<file path="src/rtl/ext_irq_latch.sv">
module ext_irq_latch #(
  parameter int KEY_W = 4
) (
  input  logic             clk,
  input  logic             rst_n,
  input  logic             irq_pin_n,
  input  logic [KEY_W-1:0] key_pin_n,
  input  logic             reg_wr,
  input  logic [7:0]       reg_wdata,
  output logic [7:0]       reg_rdata,
  input  logic             vec_ack,
  input  logic             vec_src,
  output logic [1:0]       irq_req
);

  localparam int NSRC = 2;

  logic [NSRC-1:0] raw, s1, s2, prv, fall;
  logic [NSRC-1:0] mode, mask, flag, held;
  logic [NSRC-1:0] ack, set_c, clr_c;

  assign raw = {&key_pin_n, irq_pin_n};

  // sync flops reset low so a pin held low through reset gives no edge
  always_ff @(posedge clk or negedge rst_n) begin
    if (!rst_n) begin
      s1  <= '0;
      s2  <= '0;
      prv <= '0;
    end else begin
      s1  <= raw;
      s2  <= s1;
      prv <= s2;
    end
  end

  assign fall = prv & ~s2;

  always_ff @(posedge clk or negedge rst_n) begin
    if (!rst_n) begin
      mode <= '0;
      mask <= '0;
    end else if (reg_wr) begin
      mode <= reg_wdata[1:0];
      mask <= reg_wdata[3:2];
    end
  end

  for (genvar i = 0; i < NSRC; i++) begin : g_src
    assign ack[i]   = (reg_wr & reg_wdata[4+i]) | (vec_ack & (vec_src == 1'(i)));
    assign set_c[i] = fall[i] | (mode[i] & ~s2[i]);
    assign clr_c[i] = mode[i] ? ((ack[i] | held[i]) & s2[i]) : ack[i];

    always_ff @(posedge clk or negedge rst_n) begin
      if (!rst_n) begin
        flag[i] <= 1'b0;
        held[i] <= 1'b0;
      end else if (set_c[i]) begin
        flag[i] <= 1'b1;
        held[i] <= ~fall[i] & mode[i] & flag[i] & (held[i] | ack[i]);
      end else if (clr_c[i]) begin
        flag[i] <= 1'b0;
        held[i] <= 1'b0;
      end else begin
        held[i] <= 1'b0;
      end
    end

    a_r2_fall_sets: assert property (@(posedge clk) disable iff (!rst_n)
      fall[i] |=> flag[i]);
    a_r3_edge_ack_clears: assert property (@(posedge clk) disable iff (!rst_n)
      (!mode[i] && ack[i] && !fall[i]) |=> !flag[i]);
    a_r5_level_holds_low: assert property (@(posedge clk) disable iff (!rst_n)
      (mode[i] && flag[i] && !s2[i]) |=> flag[i]);
    a_r6_level_needs_ack: assert property (@(posedge clk) disable iff (!rst_n)
      (mode[i] && flag[i] && !ack[i] && !held[i]) |=> flag[i]);
    a_r8_mask_blocks: assert property (@(posedge clk) disable iff (!rst_n)
      mask[i] |-> !irq_req[i]);
  end

  assign irq_req   = flag & ~mask;
  assign reg_rdata = {flag, 2'b00, mask, mode};

endmodule

</file>
<file path="config.mk">
export PLATFORM = sky130hd
export DESIGN_NAME = ext_irq_latch
export DESIGN_NICKNAME = d
export VERILOG_FILES = /design/src/rtl/ext_irq_latch.sv
export SDC_FILE = /design/constraint.sdc
export NUM_CORES = 1
export LEC_CHECK = 0
export BUFFER_PORTS_ARGS = -buffer_cell sky130_fd_sc_hd__buf_2
export CORE_UTILIZATION = 38
export CTS_CLUSTER_DIAMETER = 200
export CTS_CLUSTER_SIZE = 10
export DETAILED_ROUTE_END_ITERATION = 8
export PLACE_DENSITY = 0.8
export SLEW_MARGIN = 30
export SYNTH_ARGS = -nofsm -noshare
export SYNTH_HDL_FRONTEND = slang
export SYNTH_SLANG_ARGS = --single-unit
</file>
<file path="constraint.sdc">
create_clock -name clk -period 0.9 [get_ports clk]
set_input_delay 0.09 -clock clk [delete_from_list [all_inputs] [get_ports clk]]
set_output_delay 0.09 -clock clk [all_outputs]
set_load 0.05 [all_outputs]
</file>
# After elaboration in Yosys (flattened, before gate mapping)
# Cells that the tools add are included.
dict set report word_totals {
  ff_bits 14
  word_cells 49
  inputBits 18
}
dict set report op_classes {
  reduce_logical 3
  n_bitwise 29
  mux 8
}
# op n
set op_table {}
lappend op_table {{$and A1 B1 Y1} 14}
lappend op_table {{$mux W1} 8}
lappend op_table {{$or A1 B1 Y1} 6}
lappend op_table {{$not A1 Y1} 5}
lappend op_table {{$and A2 B2 Y2} 2}
lappend op_table {{$not A2 Y2} 2}
lappend op_table {{$reduce_and A4 Y1} 1}
lappend op_table {{$reduce_bool A2 Y1} 2}

# Depth between registers and ports, before layout
# Gate-level depths: netlist of the first run.
dict set report logic_depth {
  word_depth 8
  ltp_mapped 3
  depth_no_buf 3
}

# Least setup slack after synthesis of the first run
# Ideal clock, no wire load.
dict set report synth_timing {
  path_type {reg2out}
  from {reg flag[1], in the netlist reg_rdata[7]}
  to {out irq_req[1]}
  t_required_ns 0.810
  arrival_ns 1.436
  slack_ns -0.626
  path_buffers 0
  stages_incl_launch_ff 2
  path_cell_list {dfrtp_1 > nor2b_1}
}
dict set report synth_between {
  elab_chain_cells 1
}
# element line
set synth_rtl {}
lappend synth_rtl {{start, declared} 19} ;# logic [NSRC-1:0] mode, mask, flag, held;
lappend synth_rtl {{start signal, assigned by index} 56} ;# flag[i] <= 1'b0;
lappend synth_rtl {{start signal, assigned by index} 59} ;# flag[i] <= 1'b1;
lappend synth_rtl {{start signal, assigned by index} 62} ;# flag[i] <= 1'b0;
lappend synth_rtl {{$and A2 B2 Y2} 81} ;# assign irq_req = flag & ~mask;
lappend synth_rtl {{end, declared} 13} ;# output logic [1:0] irq_req
# Every way passes these cells.

# Worst setup path in the final report of the first run
dict set report layout_timing {
  from {reg flag[0], in the netlist reg_rdata[6]}
  to {out irq_req[0]}
}
# The elaborated chain is that of the path after synthesis.

==> results.toml, run 1 <==
[floorplan]
start_util_pct = 41.7
ios = 28
die_y_um = 40.2
fp.dieW_um = 40.2
dieArea_mm2 = 0.00162
core_mm2 = 0.00133
rows = 13

[sta]
worst_slack_ns = -0.173
min_period_ns = 1.07
hold_viol_final = 0
finalCritPeriodShare_pct = 119
hold_ws_ns = 0.0474
setup_violations = 14
grt_setup_unrepaired = "yes"
report.final.slew_viol_count = 0
max_freq_mhz = 932
fin_skew_ns = 0.00407

[worst_setup_path]
r2r-start = "reg_rdata[7]"
crit_arrival_ns = 0.98
startpoint_type = "register"
rr_endpoint = "reg_rdata[7]"
required_ns = 0.81
reg2regPathDepth = 4
r2r_setup_slack_ns = -0.16
cp_max_fo = 3
end_kind = "output pin"
path_class = "reg2out"

[finish]
n_fill_cell = 96
drive_gt1_share_pct = 73.7
fin_util_pct = 69.5
layout.area.seq_um2 = 358
final_cells = 91
multi_input_area_um2 = 262
final_cell_area_um2 = 927
nets = 95
syn2layout_area_growth_pct = 66.9
diodes = 0

[synthesis]
synth_common_cells = "14 x dfrtp_1, 3 x a31oi_1, 3 x nand2_1"
synth_edf_count = 0
yosysWarnings = 0
async_flop_share_pct = 100
ys_seq_area_share_pct = 63.1
ys_ff_latch = 14
yosys_most_used_dff = "dfrtp_1"
synth_area_um2 = 556
yosys-top-cells-area = "dfrtp_1 63%, a2111oi_4 5.0%, mux2_1 4.1%, mux2_2 4.1%, a31oi_1 3.4%"
synth_cells = 41
synth_top_area_cell = "dfrtp_1"
yosys.area.top_type_share_pct = 63.1
avgSynthCellArea_um2 = 13.5
ys_types = 18
yosysMostFrequentCell = "dfrtp_1"

[clocking]
clock_path_buffers = 2
clkLatencyLatePin_ns = 0.27
root_buffer = "clkbuf_4"
clk_pin_slew_ns = 0.08
cts_buffers = 3
cts_tree = "yes"
cts.sinks = 14
htreeDepth = 1

[global_routing]
top_usage_layer = "met2"
grt_use_met1_pct = 17.9
grt_pass1_vias = 459
grt_pass1_wl_mm = 1.83
grt_use_met2_pct = 31.9
met3_usage_pct = 5.56
antenna_found_initial = 0
grt.overflow.total = 0
grt_max_degree = 15
track_usage_pct = 18.6

[route]
routed_wl_mm = 1.41
drc = 0
drt_iter0_markers = 10
vias = 464
post_drt_wl_per_cell_um = 15.5
viasPerCell = 5.10
firstDrtPassIters = 4
drtAntennaViolNets = 0

[power]
p_leak_nw = 0.431
powerDensity_mw_per_mm2 = 1860
power.total_mw = 1.73
ir_worst_vdd_mv = 1.10

[run_status]
violations = "setup timing"
status = "complete, but fails checks"

[worst_hold_path]
min_path_type = "in2reg"
min_from = "reg_wdata[0]"
hold_depth = 2
hold-path-endpoint = "mode[0]"

[place]
dpl_cell_area_um2 = 726
dp_cells = 79
io_buffers = 23
dpl.hpwl_um = 851
gp_congestion = 0.647

[job]
maxCapViolCount = 0
[cells by family after synthesis]
logic type	synth area share, %
and+or+nand+nor	9.46
DFF	63.1
AOI/OAI and AO/OA	14.6
muxes	8.11
other	0.675
buffers and inverters	4.05
[worst max-delay path, cell delays in order, from the launching register on]
cell and delay, ns:
dfrtp_2 0.43, nor2b_4 0.13, buf_6 0.14
[what timing repair did]
item	4_1_cts	5_1_grt
buffers inserted	4	2
cloned	0	0
gates resized for setup	18	8
setup endpoints to repair	9	14
hold endpoints to repair	15	0
pin swaps	0	1
hold buffers	2	0
[worst max-delay path by stage]
stage,from,endpoint,slack [ns],cells after the start
6_report,reg_rdata[6],irq_req[0],-0.17,2
2_1_floorplan,mode[0],reg_rdata[6],-0.14,3
4_1_cts,mask[0],irq_req[0],-0.19,2
3_5_place_dp,mode[0],reg_rdata[6],-0.06,3
3_3_place_gp,mode[0],reg_rdata[6],0.006,3
5_1_grt,reg_rdata[7],irq_req[1],-0.22,2
[power breakdown]
group | internal, mW | total, mW | switching [mW]
Combinational | 0.250 | 0.558 | 0.308
Clock | 0.246 | 0.436 | 0.190
Sequential | 0.681 | 0.735 | 0.0541
Total | 1.18 | 1.73 | 0.552
[layout by cell type, fill, tap and decap left out]
master / instances
buf_2: 15
o21ba_4: 1
nand2_1: 1
a31oi_4: 1
inv_1: 2
nand3_2: 2
nor2b_4: 2
buf_4: 5
conb_1: 2
mux2_2: 2
clkbuf_4: 3
a211oi_4: 1
buf_6: 10
nand2_2: 2
and4_1: 1
dfrtp_2: 6
nand2b_1: 1
dlygate4sd3_1: 2
a22oi_2: 1
a21oi_2: 1
a31oi_1: 2
dfrtp_1: 8
clkbuf_8: 1
nor2_1: 1
a2111oi_4: 1
mux2_4: 2
[metrics by stage]
stage               TNS [ns]  worst slack, ns
global placement           0          0.00618
CTS                    -1.05           -0.188
floorplan             -0.495           -0.144
detailed placement   -0.0615          -0.0615
global route           -1.70           -0.221
finish                 -1.19           -0.173
[state kept, by name, indices dropped and copies added, names as in the netlist]
register and count:
s2 2, s1 2, held 2, prv 2
mode 2, reg_rdata 2, mask 2
[layout make-up]
class	count	area share (%)
Clock buffer	4	3.91
Timing Repair Buffer	32	26.5
Sequential cell	14	38.6
Inverter	2	0.810
Tap cell	15	2.02
Multi-Input combinational cell	24	28.2
[per-layer routing]
metal / share of wire [%] / vias up
li1: - / 211
met1: 37 / 229
met4: 0.57 / 0
met5: 0 / -
met3: 4.4 / 2
met2: 58 / 22
Power figures use the tool's default switching activity.
==> run 2: changes to the inputs <==
CORE_MARGIN = 2   (was unset)
==> run 2 against run 1 <==
  * The flow still finishes with violations (setup timing)
  * Core utilization decreased by 2.3 points
  * Final cell count decreased by 1.1%
  * Sequential cell count unchanged
  * Global-route usage decreased by 3.6 points
  * Die area increased by 10%
  * Critical path depth unchanged
  * Clock power increased by 2%
  * Routed wire length decreased by 13%
  * Via count decreased by 2.6%
  * Largest power group unchanged
==> results.toml, run 2 (synthesis gave the netlist of run 1 again) <==
[run_status]
status = "complete, but fails checks"
violations = "setup timing"

[floorplan]
fp.dieW_um = 42.2
start_util_pct = 41.7
die_y_um = 42.2
rows = 13
core_mm2 = 0.00133
ios = 28
dieArea_mm2 = 0.00178

[finish]
drive_gt1_share_pct = 70.7
final_common_cell = "buf_2"
layout_common_cells = "16 x buf_2, 10 x buf_6, 8 x dfrtp_1"
nets = 94
syn2layout_area_growth_pct = 61.5
diodes = 0

[sta]
finalCritPeriodShare_pct = 120
hold_viol_final = 0
min_period_ns = 1.08
max_freq_mhz = 926
hold_ws_ns = 0.0352
setup_violations = 12
fin_skew_ns = 0.00938
grt_setup_unrepaired = "yes"
worst_slack_ns = -0.180
report.final.slew_viol_count = 0

[clocking]
cts_buffers = 3
cts.sinks = 14
clk_pin_slew_ns = 0.09
cts_tree = "yes"
clkLatencyLatePin_ns = 0.28
root_buffer = "clkbuf_4"
htreeDepth = 1
clock_path_buffers = 2

[place]
io_buffers = 23
dpl.hpwl_um = 805
gp_congestion = 0.794

[global_routing]
antenna_found_initial = 0
grt_pass1_vias = 472
grt_pass1_wl_mm = 1.99
grt.overflow.total = 0
track_usage_pct = 15.0
grt_max_degree = 15

[power]
p_leak_nw = 0.423
combPwrFrac_pct = 30.8
clockPowerShare_pct = 26.2
swShare_pct = 31.4
ir_worst_vdd_mv = 1.05
p_seq_share_pct = 43.0
power.net_switching_uw = 531
powerDensity_mw_per_mm2 = 1880
p_int_mw = 1.16
power.total_mw = 1.69

[worst_setup_path]
required_ns = 0.81
path_cells = "nor2b_4, buf_6"
cp_max_fo = 3
end_kind = "output pin"
crit_arrival_ns = 0.99
critPathSlowestCell = "dfrtp_2"
slowest_delay_ns = 0.44
startpoint_type = "register"
path_class = "reg2out"

[worst_hold_path]
min_path_type = "in2reg"

[route]
vias = 452
drtAntennaViolNets = 0
drt_iter0_markers = 1
drc = 0
routed_wl_mm = 1.22
post_drt_wl_per_cell_um = 13.6
viasPerCell = 5.02
firstDrtPassIters = 2

[job]
maxCapViolCount = 0
-- run 2: changes by cell type in the layout (fill, tap and decap cells not counted), sizes merged --
cell	previous run	this run
buf	30	29
-- run 2: timing repair --
action	4_1_cts	5_1_grt
endpoints found under the setup margin	9	13
gates resized for setup	17	6
hold buffers	2	0
buffers inserted	5	0
pin swaps	1	1
endpoints found under the hold margin	15	0
-- run 2: metrics by stage --
stage	worst slack (ns)	utilization (%)	std cells	setup TNS, ns	instance area [um2]
final	-0.180	67.3	90	-1.07	897
after global routing	-0.206	67.3	90	-1.42	897
after CTS	-0.183	65.6	90	-1.18	875
after detailed placement	-0.0205	54.4	79	-0.0409	726
after global placement	0.0148	54.4	79	0	726
after floorplan	-0.144	-	42	-0.495	599
-- run 2: critical path: cells and delay by family (launching register included) --
| family | cells | cell delay [ns] |
|---|---|---|
| flops | 1 | 0.44 |
| buf+inv | 1 | 0.14 |
| simple gates | 1 | 0.13 |
-- run 2: worst paths after layout --
check | from | cells after the start | slack, ns | to
worst max-delay path | reg_rdata[7] | 2 | -0.18 | irq_req[1]
worst min-delay path | reg_wdata[1] | 2 | 0.04 | mode[1]
worst max register to register | mode[0] | 4 | -0.14 | reg_rdata[6]
worst min register to register | s1[0] | 0 | 0.36 | s2[0]
max in group asynchronous | rst_n | 2 | 0.39 | mask[0]
min in group asynchronous | rst_n | 2 | 0.25 | held[1]
-- run 2: layout make-up --
cell class	instances	area (um2)
inverters	2	7.51
fillers	102	437
multi-input cells	24	234
well taps	15	18.8
repair buffers	31	243
clock buffers	4	36.3
flip-flops and latches	14	358
-- run 2: power groups by stage --
| stage | Clock (mW) | Sequential [mW] | Combinational (mW) |
|---|---|---|---|
| 6_report | 0.443 | 0.726 | 0.520 |
| 3_3_place_gp | 0 | 0.741 | 0.374 |
| 2_1_floorplan | 0 | 0.846 | 0.169 |
| 3_5_place_dp | 0 | 0.744 | 0.383 |
| 5_1_grt | 0.476 | 0.733 | 0.550 |
| 4_1_cts | 0.459 | 0.724 | 0.502 |
-- run 2: routing by layer --
| layer | part of all wire (%) | global-route usage [%] | vias to the layer above |
|---|---|---|---|
| met4 | 1.9 | 7.50 | 0 |
| li1 | - | - | 210 |
| met3 | 4.8 | 2.59 | 4 |
| met5 | 0 | 0 | - |
| met1 | 37 | 17.9 | 219 |
| met2 | 56 | 25.5 | 19 |
